File: config.mk
export PLATFORM = sky130hd
export DESIGN_NAME = dchan_port
export DESIGN_NICKNAME = d
export VERILOG_FILES = /design/src/rtl/dchan_pkg.sv /design/src/rtl/dchan_timing.sv /design/src/rtl/dchan_shift.sv /design/src/rtl/dchan_port.sv
export SDC_FILE = /design/constraint.sdc
export NUM_CORES = 1
export LEC_CHECK = 0
export BUFFER_PORTS_ARGS = -buffer_cell sky130_fd_sc_hd__buf_2
export CAP_MARGIN = 20
export CORE_ASPECT_RATIO = 1.25
export CORE_UTILIZATION = 60
export DETAILED_ROUTE_END_ITERATION = 16
export GPL_ROUTABILITY_DRIVEN = 0
export PLACE_DENSITY_LB_ADDON = 0.08
export SETUP_SLACK_MARGIN = 0.15
export SLEW_MARGIN = 15
export SYNTH_ARGS = -nofsm -noshare
export SYNTH_HDL_FRONTEND = slang
export SYNTH_HIERARCHICAL = 1
export SYNTH_SLANG_ARGS = --single-unit
File: constraint.sdc
create_clock -name clk -period 9.1 [get_ports clk]
set_input_delay 1.82 -clock clk [delete_from_list [all_inputs] [get_ports clk]]
set_output_delay 1.82 -clock clk [all_outputs]
set_load 0.01 [all_outputs]
File: src/rtl/dchan_pkg.sv
package dchan_pkg;

    typedef enum logic {
        XFER_SLOT = 1'b0,
        XFER_CONT = 1'b1
    } xfer_mode_e;

    typedef struct packed {
        logic       dx;
        logic       sav;
        logic       rx_b1;
        logic [1:0] rx_word;
        logic       rx_valid;
    } shift_state_t;

endpackage

File: src/rtl/dchan_timing.sv
module dchan_timing
    import dchan_pkg::*;
#(
    parameter  int FRAME_BCLKS = 32,
    localparam int CW          = $clog2(FRAME_BCLKS)
) (
    input  logic          clk,
    input  logic          rst_n,
    input  logic          en,
    input  logic          cont_mode,
    input  logic          fmt4,
    input  logic          bclk_rise,
    input  logic          bclk_fall,
    input  logic          frame_sync,
    input  logic [CW-1:0] slot_off,
    output logic          tx_ev,
    output logic          tx_bit,
    output logic          rx_ev,
    output logic          rx_bit,
    output logic          oe,
    output logic          dclk
);
    localparam int HALF = FRAME_BCLKS / 2;
    localparam int QTR  = FRAME_BCLKS / 4;
    localparam int LAST = FRAME_BCLKS - 1;

    typedef struct packed {
        logic [CW-1:0] cnt;
        logic          synced;
        logic          oe;
        logic          dclk;
    } tstate_t;

    tstate_t    st_d, st_q;
    xfer_mode_e mode;
    logic          fs_ev, live, slot_ok;
    logic [CW-1:0] nxt;
    logic [CW:0]   sbits, off_w, sidx_n, sidx_c;
    logic          hit_n, hit_c, idx_n, idx_c;

    assign mode = xfer_mode_e'(cont_mode);

    always_comb begin
        st_d   = st_q;
        fs_ev  = frame_sync & bclk_rise;
        nxt    = fs_ev ? '0 : ((st_q.cnt == CW'(LAST)) ? '0 : st_q.cnt + 1'b1);
        sbits  = fmt4 ? (CW+1)'(HALF) : (CW+1)'(FRAME_BCLKS);
        off_w  = {1'b0, slot_off};
        slot_ok = (off_w + 1'b1) < sbits;
        sidx_n = fmt4 ? {2'b00, nxt[CW-1:1]} : {1'b0, nxt};
        sidx_c = {1'b0, st_q.cnt};
        hit_n  = slot_ok & ((sidx_n == off_w) | (sidx_n == off_w + 1'b1));
        hit_c  = slot_ok & ((sidx_c == off_w) | (sidx_c == off_w + 1'b1));
        idx_n  = (sidx_n != off_w);
        idx_c  = (sidx_c != off_w);
        live   = en & (st_q.synced | fs_ev);

        tx_ev  = 1'b0;
        tx_bit = 1'b0;
        rx_ev  = 1'b0;
        rx_bit = 1'b0;
        if (mode == XFER_CONT) begin
            if (bclk_rise && live) begin
                if (nxt == '0 || nxt == CW'(HALF)) begin
                    tx_ev  = 1'b1;
                    tx_bit = (nxt == CW'(HALF));
                end
                if (nxt == CW'(QTR) || nxt == CW'(3*QTR)) begin
                    rx_ev  = 1'b1;
                    rx_bit = (nxt == CW'(3*QTR));
                end
            end
        end else if (fmt4) begin
            if (bclk_rise && live && hit_n) begin
                tx_ev  = ~nxt[0];
                rx_ev  = nxt[0];
                tx_bit = idx_n;
                rx_bit = idx_n;
            end
        end else begin
            if (bclk_rise && live && hit_n) begin
                tx_ev  = 1'b1;
                tx_bit = idx_n;
            end
            if (bclk_fall && en && st_q.synced && hit_c) begin
                rx_ev  = 1'b1;
                rx_bit = idx_c;
            end
        end

        if (fs_ev) st_d.synced = 1'b1;
        if (bclk_rise) begin
            st_d.cnt = nxt;
            st_d.oe  = live & ((mode == XFER_CONT) | hit_n);
        end
        if (mode == XFER_CONT) begin
            if (tx_ev)      st_d.dclk = 1'b1;
            else if (rx_ev) st_d.dclk = 1'b0;
        end
        if (!en) st_d.oe = 1'b0;
        if (!en || mode != XFER_CONT) st_d.dclk = 1'b0;
    end

    always_ff @(posedge clk or negedge rst_n) begin
        if (!rst_n) st_q <= '0;
        else        st_q <= st_d;
    end

    assign oe   = st_q.oe;
    assign dclk = st_q.dclk;

    assert_dclk_rise_on_tx_R5: assert property (@(posedge clk) disable iff (!rst_n)
        $rose(st_q.dclk) |-> $past(tx_ev));
    assert_events_apart_R2: assert property (@(posedge clk) disable iff (!rst_n)
        !(bclk_rise && bclk_fall) |-> !(tx_ev && rx_ev));
    assert_oe_drops_R8: assert property (@(posedge clk) disable iff (!rst_n)
        !en |=> !st_q.oe);
    assert_no_dclk_in_slot_R10: assert property (@(posedge clk) disable iff (!rst_n)
        !cont_mode |=> !st_q.dclk);
endmodule

File: src/rtl/dchan_shift.sv
module dchan_shift
    import dchan_pkg::*;
(
    input  logic       clk,
    input  logic       rst_n,
    input  logic       tx_ev,
    input  logic       tx_bit,
    input  logic       rx_ev,
    input  logic       rx_bit,
    input  logic [1:0] tx_word,
    input  logic       dr_in,
    output logic       dx,
    output logic [1:0] rx_word,
    output logic       rx_valid
);
    shift_state_t sh_d, sh_q;

    always_comb begin
        sh_d          = sh_q;
        sh_d.rx_valid = 1'b0;
        if (tx_ev) begin
            if (!tx_bit) begin
                sh_d.dx  = tx_word[1];
                sh_d.sav = tx_word[0];
            end else begin
                sh_d.dx  = sh_q.sav;
            end
        end
        if (rx_ev) begin
            if (!rx_bit) begin
                sh_d.rx_b1 = dr_in;
            end else begin
                sh_d.rx_word  = {sh_q.rx_b1, dr_in};
                sh_d.rx_valid = 1'b1;
            end
        end
    end

    always_ff @(posedge clk or negedge rst_n) begin
        if (!rst_n) sh_q <= '0;
        else        sh_q <= sh_d;
    end

    assign dx       = sh_q.dx;
    assign rx_word  = sh_q.rx_word;
    assign rx_valid = sh_q.rx_valid;

    assert_rx_single_pulse_R7: assert property (@(posedge clk) disable iff (!rst_n)
        rx_valid |=> !rx_valid);
    assert_word_held_R3: assert property (@(posedge clk) disable iff (!rst_n)
        !rx_valid |-> $stable(rx_word));
endmodule

File: src/rtl/dchan_port.sv
module dchan_port
    import dchan_pkg::*;
#(
    parameter  int FRAME_BCLKS = 32,
    localparam int CW          = $clog2(FRAME_BCLKS)
) (
    input  logic          clk,
    input  logic          rst_n,
    input  logic          en,
    input  logic          cont_mode,
    input  logic          fmt4,
    input  logic          bclk_rise,
    input  logic          bclk_fall,
    input  logic          frame_sync,
    input  logic [CW-1:0] slot_off,
    input  logic [1:0]    tx_word,
    input  logic          dr_in,
    output logic          dx_out,
    output logic          dx_oe,
    output logic          dclk_out,
    output logic [1:0]    rx_word,
    output logic          rx_valid
);
    logic tx_ev, tx_bit, rx_ev, rx_bit;

    dchan_timing #(.FRAME_BCLKS(FRAME_BCLKS)) timing_i (
        .clk        (clk),
        .rst_n      (rst_n),
        .en         (en),
        .cont_mode  (cont_mode),
        .fmt4       (fmt4),
        .bclk_rise  (bclk_rise),
        .bclk_fall  (bclk_fall),
        .frame_sync (frame_sync),
        .slot_off   (slot_off),
        .tx_ev      (tx_ev),
        .tx_bit     (tx_bit),
        .rx_ev      (rx_ev),
        .rx_bit     (rx_bit),
        .oe         (dx_oe),
        .dclk       (dclk_out)
    );

    dchan_shift shift_i (
        .clk      (clk),
        .rst_n    (rst_n),
        .tx_ev    (tx_ev),
        .tx_bit   (tx_bit),
        .rx_ev    (rx_ev),
        .rx_bit   (rx_bit),
        .tx_word  (tx_word),
        .dr_in    (dr_in),
        .dx       (dx_out),
        .rx_word  (rx_word),
        .rx_valid (rx_valid)
    );

    assert_dx_moves_on_rise_R2: assert property (@(posedge clk) disable iff (!rst_n)
        !bclk_rise |=> $stable(dx_out));
    assert_rxv_needs_en_R8: assert property (@(posedge clk) disable iff (!rst_n)
        rx_valid |-> $past(en));
endmodule

; ---- After elaboration in Yosys (flattened, before gate mapping)
; Index checks and enable logic that the tools add are counted.
[word_totals]
inputBits = 16
reg_bits = 14
[classes]
bitwise_logic = 13
order_cmp = 1
mux = 34
n_eq_ne = 11
addsub = 2
n_reduce_logical = 16
[ops]
columns = operator, n
row1 = $mux 1, 30
row2 = $eq 5x5->1 const B, 3
row3 = $mux 5, 3
row4 = $reduce_and 2->1, 4
row5 = $add 5x1->6 const B, 1
row6 = $eq 5x6->1, 1
row7 = $eq 6x5->1, 1
row8 = $eq 6x6->1, 1
row9 = $lt 6x6->1, 1
row10 = $mux 6, 1
row11 = $ne 6x5->1, 1
row12 = $add 5x1->5 const B, 1
row13 = $and 1x1->1, 5
row14 = $eq 5x4->1 const B, 1
row15 = $eq 5x5->1, 1
row16 = $logic_and 1x1->1, 5
row17 = $logic_not 5->1, 1
row18 = $ne 5x5->1, 1
row19 = $not 1->1, 4
row20 = $or 1x1->1, 4
row21 = $logic_or 1x1->1, 3
row22 = $reduce_bool 3->1, 1
row23 = $ne 2x1->1 const B, 1
row24 = $reduce_bool 2->1, 1
row25 = $logic_not 1->1, 1

; ---- Longest topological paths before layout
; Gate-level depths: netlist of run 1.
[depth]
word_depth = 15
depth_mapped = 12

; ---- Modules after synthesis
; Netlist of run 1, hierarchy kept.
[by_module_without_submodules]
columns = module, area_each_um2, cells_per_inst, seq_area_each_um2, n_inst
row1 = dchan_timing, 1003.5, 118, 200.2, 1
row2 = dchan_shift, 260.2, 19, 150.1, 1

; ---- Least setup slack after synthesis of run 1
; Ideal clock, no wire load.
[synth_path]
kind = input-to-reg
from = input slot_off[2]
to = register shift_i/sh_q[3] in the netlist's numbering
cell_stages = 10
arrival_ns = 3.923
required_time_ns = 8.972
setup_time_ns = 0.128
path_slack_ns = 5.049
cell_sequence = buf_2 and3_1 and3_1 ha_1 a21boi_1 nor4_1 inv_1 o31ai_2 nor2b_1 mux2_1
[synth_lines]
columns = element, line_no
row1 = from (decl), dchan_port.sv:15  ; input logic [CW-1:0] slot_off,
row2 = "parallel branches: the longest is 6 deep, another holds $add 5x1->6", n/a
row3 = $mux 1 *, dchan_timing.sv:73  ; end else if (fmt4) begin
row4 = $mux 1 *, dchan_timing.sv:62  ; if (mode == XFER_CONT) begin
row5 = net rx_ev, dchan_port.sv:24  ; logic tx_ev, tx_bit, rx_ev, rx_bit;
row6 = $reduce_and 2->1 (no source line) *, n/a
row7 = to (signal assigned), dchan_shift.sv:40  ; if (!rst_n) sh_q <= '0;
row8 = to (signal assigned), dchan_shift.sv:41  ; else sh_q <= sh_d;
row9 = to (decl), dchan_shift.sv:16  ; shift_state_t sh_d, sh_q;
; Mark *: on every way through the listed nets, which the timed path passes.
; A chain may end at the register's enable or synchronous reset.

; ---- Final worst setup path of run 1
; Ends and elaborated chain as after synthesis.

==> results of run 1 <==
==> how the worst max path moves through the flow <==
stage	slack, ps	start	endpoint	depth (start not counted)
6_report	4960	slot_off[2]	shift_i/sh_q[3]$_DFFE_PN0P_	10
3_5_place_dp	4730	slot_off[2]	shift_i/sh_q[3]$_DFFE_PN0P_	10
5_1_grt	4820	slot_off[2]	shift_i/sh_q[3]$_DFFE_PN0P_	10
3_3_place_gp	4810	slot_off[1]	shift_i/sh_q[3]$_DFFE_PN0P_	10
4_1_cts	5020	slot_off[2]	shift_i/sh_q[3]$_DFFE_PN0P_	10
2_1_floorplan	5050	slot_off[2]	shift_i/sh_q[3]$_DFFE_PN0P_	10
==> synthesized netlist by cell type, drive strengths merged <==
library cell   n  area (sq um)
a211oi         2          20.0
a21bo          2          20.0
a21boi         3          22.5
a21o           1          7.51
a21oi          6          37.5
a31o           1          8.76
a32oi          1          8.76
and2           1          6.26
and2b          1          7.51
and3           3          18.8
and3b          1          8.76
buf            7          48.8
clkbuf         1          3.75
dfrtp         14           350
ha             4          50.1
inv            2          7.51
mux2           9           105
mux2i          1          10.0
nand2         10          37.5
nand2b         1          6.26
nand3          4          20.0
nand4          1          6.26
nand4b         2          17.5
nor2           9          33.8
nor2b          3          26.3
nor3           3          20.0
nor3b          1          7.51
nor4           2          12.5
nor4b          1          8.76
o211a          1          10.0
o211ai         2          15.0
o21ai          7          35.0
o311a          1          10.0
o31ai          2          20.0
o32ai          1          8.76
o41ai          1          16.3
or2            1          6.26
or2b           1          7.51
or3            2          12.5
xnor2         13           114
xor2           8          70.1
==> logic make-up (layout without fill, tap and decap cells) <==
logic type | Yosys count | in the layout
and+or+nand+nor | 47 | 47
AOI/OAI and AO/OA | 31 | 31
xor gates and xnor gates | 21 | 21
DFF | 14 | 14
muxes | 10 | 10
buffers and inverters | 10 | 27
adders and majority gates | 4 | 4
==> critical path: stages <==
cell and delay (ps):
buf_2 170, and3_1 260, and3_1 200, ha_1 240, a21boi_1 150, nor4_1 510
inv_1 110, o31ai_2 270, nor2b_1 210, mux2_1 340
==> layout make-up <==
class	count	area, sq um
Clock buffer	4	36.3
Inverter	2	7.51
Timing Repair Buffer	21	105
Tap cell	20	25.0
Sequential cell	14	350
Fill cell	162	604
Multi-Input combinational cell	113	853
==> per-layer routing <==
layer | up-vias | track usage | routed length (um)
met1 | 529 | 0.285 | 1090
met2 | 37 | 0.492 | 1480
li1 | 528 | - | -
met4 | 0 | 0.141 | 82
met3 | 8 | 0.0273 | 92
met5 | - | 0 | 0
==> registers in the layout, summed over array words and instances (netlist names) <==
name	count
shift_i/dx	1
shift_i/rx_valid	1
timing_i/st_q	1
timing_i/dclk	1
shift_i/rx_word	2
shift_i/sh_q	2
timing_i/sidx_c	5
timing_i/oe	1
==> per-stage QoR <==
step	utilization	area (sq um)	power [mW]
after floorplan	-	1260	0.184
after global placement	0.677	1340	0.209
after detailed placement	0.677	1340	0.214
after CTS	0.695	1380	0.257
after global routing	0.695	1380	0.276
final	0.695	1380	0.257
==> power groups by stage <==
stage               Sequential, mW  Combinational, mW  Clock (mW)
global placement            0.0948              0.114           0
global route                0.0964              0.131      0.0478
finish                      0.0946              0.121      0.0420
floorplan                   0.0889             0.0955           0
CTS                         0.0943              0.119      0.0439
detailed placement          0.0956              0.118           0
==> results.md, run 1 <==
- Setup violations remaining at the end of the flow were counted as 0.
- For this configuration, the core starts out at a cell density of 0.638.
- The tightest slew margin relative to the limit is 0.574.
- The portion of synthesized area spent on multiplexers is 0.0911.
- Setup repair after global routing left no endpoint under its margin.
- The number of nets in the synthesized netlist is ~160.
- Once the clock tree was built, the resizer swapped 0 gates to a different size.
- The power density of the placed cells is 187 nW/um^2.
- After layout, the worst setup slack is 4960 ps.
- In this run, post-CTS hold repair placed 0 buffers.
- The die is 43.1 um wide.
- The remaining global-route overflow is 0.
- Internal power comes to approximately 0.16 mW.
- Of the total synthesized cell area, the portion taken by AND, OR, NAND and NOR gates is 0.209.
- The length in cells of the worst reg-to-reg path is 12.
- Input and output buffers added on the ports amount to 21.
- The worst voltage drop across the vdd grid is around 130 uV.
- The clock network power share is 0.163.
- In this run the power spent charging and discharging nets is ~0.1 mW.
- For this run, the total global-route usage over all layers was measured as 0.262.
- In this run, placement finished with an instance count of 170.
- Entering global routing, the biggest net connects 20 pins.
- The die covers 2300 sq um.
- Timing would allow up to between 200 and 250 MHz.
- The first detailed-routing pass took 4 iterations.
- The sequential area share after synthesis is 0.277.
- The worst hold path terminates at shift_i/rx_word[0]$_DFFE_PN0P_.
- The cell depth of the worst min-delay path is 1.
- The area of the core region is 1980 sq um.
- The post-CTS setup buffer count is 0.
- The post-synthesis share of cell area spent on xor and xnor gates is 0.146.
- The deepest level of the CTS H-tree is 1.
- The initial antenna violation count is 0.
- No sink is reached through more buffers than the 2 on the longest clock path.
- The count of pins over their slew limit came to 0.
- The startpoint type of the worst setup path is an input pin.
- The total CTS buffers is 3.
- The post-placement setup slack is roughly 4700 ps.
- STA classifies the critical path endpoint as a register.
- By startpoint and endpoint, the worst setup path is classified as in -> reg.
- After synthesis the cells add up to between 1000 and 1500 sq um.
- Max-cap violations in this run came to 0.
- The non-filler instance count after layout is approximately 170.
- The global-route wire length before repair is roughly 4500 um.
- The final antenna diode count is 0.
- After layout, the minimum clock period comes to ~4100 ps.
- The first routing iteration left 43 violations.
- TritonCTS built the clock tree.
- The post-synthesis compound-gate area fraction is 0.190.
- The type of the worst min-delay path is reg -> reg.
- Of the cells placed in the final design, the portion with a size suffix greater than 1 is 0.273.
- For the worst setup path, the data arrival time is 4290 ps.
- Of the available clock period, the critical path in the final layout requires 0.455.
- For this run, the number of Yosys warnings is 6.
- The flow ran to the end, and the final reports show no timing, DRC or antenna violations.
- The detailed router placed roughly 1100 vias in this run.
- The number of clock sinks is 14.
- The slew of the pin with the lowest slew margin is between 600 and 700 ps.
- Counting flops and latches in the post-synthesis netlist gives 14.
- The largest family of logic cells by synthesized area is simple AND/OR/NAND/NOR gates.
- The number of library cell types mapped by synthesis is between 50 and 60.
- After synthesis, the mean cell area works out to 9.22 sq um.
- The worst-case register-to-register setup slack is approximately 5700 ps.
- The worst register-to-register path begins at timing_i/sidx_c[0]$_DFFE_PN0P_.
- Dividing the detail-routed via count by the number of cells gives approximately 6.3.
- The combinational power share is 0.469.
- After clock tree synthesis, the clock-pin slew on the worst setup and hold paths is roughly 80 ps.
- The post-synthesis cell count is around 140.
- The DRC violations left is 0.
- The area growth from synthesis to final layout is 9.01%.
- The antenna violation net count after detailed routing is 0.
- For the worst setup path, the data required time is between 9000 and 10000 ps.
- The die boundary height is around 53 um.
- The floorplan row count is 18.
- Wires add up to roughly 2700 um.
- The register share of total power is 0.368.
- The cell sitting at the root of the clock tree is a clkbuf_4.
- The wire-length estimate of the detail-placed layout is 2220 um.
- The routed wirelength normalized by instance count is between 15 and 20 um.
- The final net count is about 180.
- The leakage dissipation is 0.635 nW.
- The startpoint of the lowest-slack hold path is shift_i/rx_word[0]$_DFFE_PN0P_.
- The via count of the first global-routing pass is ~1000.
- The library cells used most frequently in the layout, excluding fill and tap cells, are buf_2 (21), dfrtp_1 (14), xnor2_1 (13).
- For the final database, setup skew stands at between 1 and 1.5 ps.
- Adding up every negative setup slack in the final design gives 0 ps.
- The switching share of power is 0.387.
- Clock latency on the worst-skew pair, taken at its later pin, is ~270 ps.
- The library cell used most frequently in the layout, excluding fill and tap cells, is buf_2.
- The hold violation count in the final report came to 0.
- The adder and majority cell fraction of the synthesized area is 0.0396.
- The I/O pin count is 22.
- The maximum fanout encountered on the critical timing path is 7.
- The worst hold slack across all endpoints is 488 ps.
- The terminus of the critical flop-to-flop path is shift_i/sh_q[3]$_DFFE_PN0P_.
No activity file was read; power rests on OpenSTA's default activity.
==> inputs of run 2 (changes only) <==
--- a/config.mk
+++ b/config.mk
@@ -8,7 +8,7 @@
 export BUFFER_PORTS_ARGS = -buffer_cell sky130_fd_sc_hd__buf_2
 export CAP_MARGIN = 20
 export CORE_ASPECT_RATIO = 1.25
-export CORE_UTILIZATION = 60
+export CORE_UTILIZATION = 50
 export DETAILED_ROUTE_END_ITERATION = 16
 export GPL_ROUTABILITY_DRIVEN = 0
 export PLACE_DENSITY_LB_ADDON = 0.08
==> constraint.sdc (replaced) <==
create_clock -name clk -period 3.69 [get_ports clk]
set_input_delay 0.738 -clock clk [delete_from_list [all_inputs] [get_ports clk]]
set_output_delay 0.738 -clock clk [all_outputs]
set_load 0.01 [all_outputs]
==> run 2 against run 1 <==
Cell count increased by 8.0%. Wire length rose by 5.6%. Clock power up 89%. Worst setup slack worse by 4500 ps. Hold slack lost 130 ps. Sequential cell count unchanged. Core utilization down 11 points. Clock skew shrank 1.1 ps. Combinational power increased to 2.5 times the previous value. First-iteration DRC count decreased by 63%. Total power grew 140%. Critical path type is now reg -> reg.
==> results.md, run 2 (synthesis results as in run 1) <==
- The worst voltage drop across the vdd grid is 269 uV.
- The busiest metal layer after global routing is met2.
- For this run, global-route usage on met1 was measured as 0.277.
- Setup repair after global routing left no endpoint under its margin.
- In the layout the commonest cells are buf_2 (21), dfrtp_1 (14), xnor2_1 (13).
- The final antenna diode count is 0.
- Setup total negative slack on the finished layout was measured at 0 ps.
- The largest net degree at the start of global routing is 16.
- The initial antenna violation count was 0.
- The number of flip-flops in the largest register is 5.
- The run finished with clean final reports.
- The final critical-path required period is about 3300 ps.
- After global routing the overflow that remains totals 0.
- Leaving out fill and tap cells, the most frequent cell in the layout is buf_2.
- The I/O pin count is 22.
- At the pin with the least slew margin, the transition time is ~610 ps.
- Summing all multi-input logic gate instances after layout gives between 800 and 900 sq um.
- The DRC marker count from the first detailed-route iteration is 16.
- The area taken by flip-flops and latches is 350 sq um.
- The endpoint required time on the critical path is ~3800 ps.
- In the final routed layout, each cell accounts on average for about 15 um.
- The first detailed-routing pass ran for 4 iterations.
- The filler cells instantiated in the layout total 251.
- The routed layout has 1104 vias.
- The overall routed net length is between 2000 and 3000 um.
- The register clock-pin slew on the reported worst setup and hold paths is ~70 ps.
- The initial utilization of the core area, before any placement, comes to 0.526.
- The post-CTS setup buffer count is 0.
- CTS placed an instance of clkbuf_4 at the clock tree root.
- The antenna violation net count after detailed routing is 0.
- The total CTS buffers is 3.
- The tool flagged a number of max-cap violations equal to 0.
- The die boundary height is 58.2 um.
- The final clock period utilization by the worst path is 0.881.
- CTS built an H-tree with a depth of 1.
- In the final layout, the share of cells above drive strength 1 is 0.277.
- The hold violation count in the final report came to 0.
- The final net count is roughly 180.
- In the global route stage, met2 resource usage came out at 0.429.
- Summed over all nets, the half-perimeter wirelength after detailed placement is ~2300 um.
- The maximum operating frequency is between 300 and 400 MHz.
- STA classifies the critical path startpoint as a register.
- CTS saw 14 sinks.
- The area growth from synthesis to final layout is 10.9%.
- Clock latency on the worst-skew pair, taken at its later pin, is roughly 260 ps.
- The leakage dissipation is 0.643 nW.
- The power density of the placed cells is approximately 440 nW/um^2.
- The die footprint is about 2700 sq um.
- The worst-case clock skew is between 0.15 and 0.2 ps.
- The setup slack of the critical path after layout is around 440 ps.
- The first global-routing pass estimated between 4000 and 5000 um of wire.
- The clock tree from TritonCTS is yes.
- Along the worst path, the maximum fanout reaches 7.
- The width of the chip is 47.0 um.
- In this run the worst hold path is classified as in -> async.
- The via count of the first global-routing pass is approximately 1000.
- In this run the tool buffered the top-level ports with 21 buffer cells.
- Row generation in the floorplan step produced 20 rows.
- Setup violations remaining at the end of the flow were counted as 0.
- The worst setup path is captured at a register.
- The arrival time of the worst setup path is 3400 ps.
- In the routed design, unresolved DRC markers number 0.
- The count of pins over their slew limit came to 0.
- Using the TritonRoute via totals, the vias-per-cell ratio works out to 5.87.
- For met3 alone, demand over resource in global routing was 0.00935.
- The post-placement setup slack is 432 ps.
- The worst setup path is of the reg -> reg kind.
- The area of the core region is ~2400 sq um.
- The maximum count of clock buffers along a single path is 2.
- Across every metal layer, demand over resource in global routing totals 0.238.
- The worst-case register-to-register setup slack is around 440 ps.
- The tightest slew margin relative to the limit is 0.587.
## run 2: path summary, 6_finish.rpt
| kind | start | end | cells past startpoint |
|---|---|---|---|
| worst max-delay path | timing_i/sidx_c[0]$_DFFE_PN0P_ | shift_i/sh_q[3]$_DFFE_PN0P_ | 12 |
| worst min-delay path | rst_n | timing_i/dclk$_DFFE_PN0P_ | 1 |
| worst max register to register | timing_i/sidx_c[0]$_DFFE_PN0P_ | shift_i/sh_q[3]$_DFFE_PN0P_ | 12 |
| worst min register to register | shift_i/sh_q[3]$_DFFE_PN0P_ | shift_i/sh_q[3]$_DFFE_PN0P_ | 1 |
| max in group asynchronous | rst_n | timing_i/sidx_c[1]$_DFFE_PN0P_ | 1 |
| min in group clk | shift_i/sh_q[3]$_DFFE_PN0P_ | shift_i/sh_q[3]$_DFFE_PN0P_ | 1 |
## run 2: report_power, final
group,internal [mW],leakage [nW],total [mW],switching [mW]
Sequential,0.188,0.180,0.230,0.0422
Combinational,0.144,0.450,0.308,0.163
Clock,0.0377,0.0138,0.0794,0.0417
Total,0.370,0.643,0.617,0.247
## run 2: critical path, cell delays in order, from the launching register on
cell and delay [ps]:
dfrtp_1 460, ha_1 260, and3_1 150, ha_1 200, or3_1 390, a21oi_2 150
xor2_1 210, nand4b_1 180, nor3_4 280, a21oi_2 90, o31ai_2 240, nor2b_1 190
mux2_1 330
## run 2: cell type report
class                      instances  share of cell area
tap                               33              0.0295
sequential                        14               0.250
timing repair buffer              23              0.0857
clock buffer                       3              0.0161
inverter                           2             0.00536
multi-input combinational        113               0.613
## run 2: routing by layer
layer,part of all wire,wire [um]
met1,0.41,1180
met3,0.035,102
met2,0.53,1540
met5,0,0
met4,0.025,72
## run 2: what timing repair did
action | 4_1_cts | 5_1_grt
setup endpoints to repair | 0 | 2
hold endpoints to repair | 0 | 0
hold buffers | 0 | 0
gates resized for setup | 0 | 1
## run 2: per-stage QoR
| step | area [sq um] | utilization | hold WS (ps) | instances | power (mW) |
|---|---|---|---|---|---|
| 2_1_floorplan | 1260 | - | 442 | 137 | 0.455 |
| 3_3_place_gp | 1370 | 0.571 | 472 | 185 | 0.524 |
| 3_5_place_dp | 1370 | 0.571 | 481 | 185 | 0.530 |
| 5_1_grt | 1400 | 0.583 | 365 | 188 | 0.659 |
| 4_1_cts | 1400 | 0.581 | 348 | 188 | 0.614 |
| 6_report | 1400 | 0.583 | 355 | 188 | 0.617 |
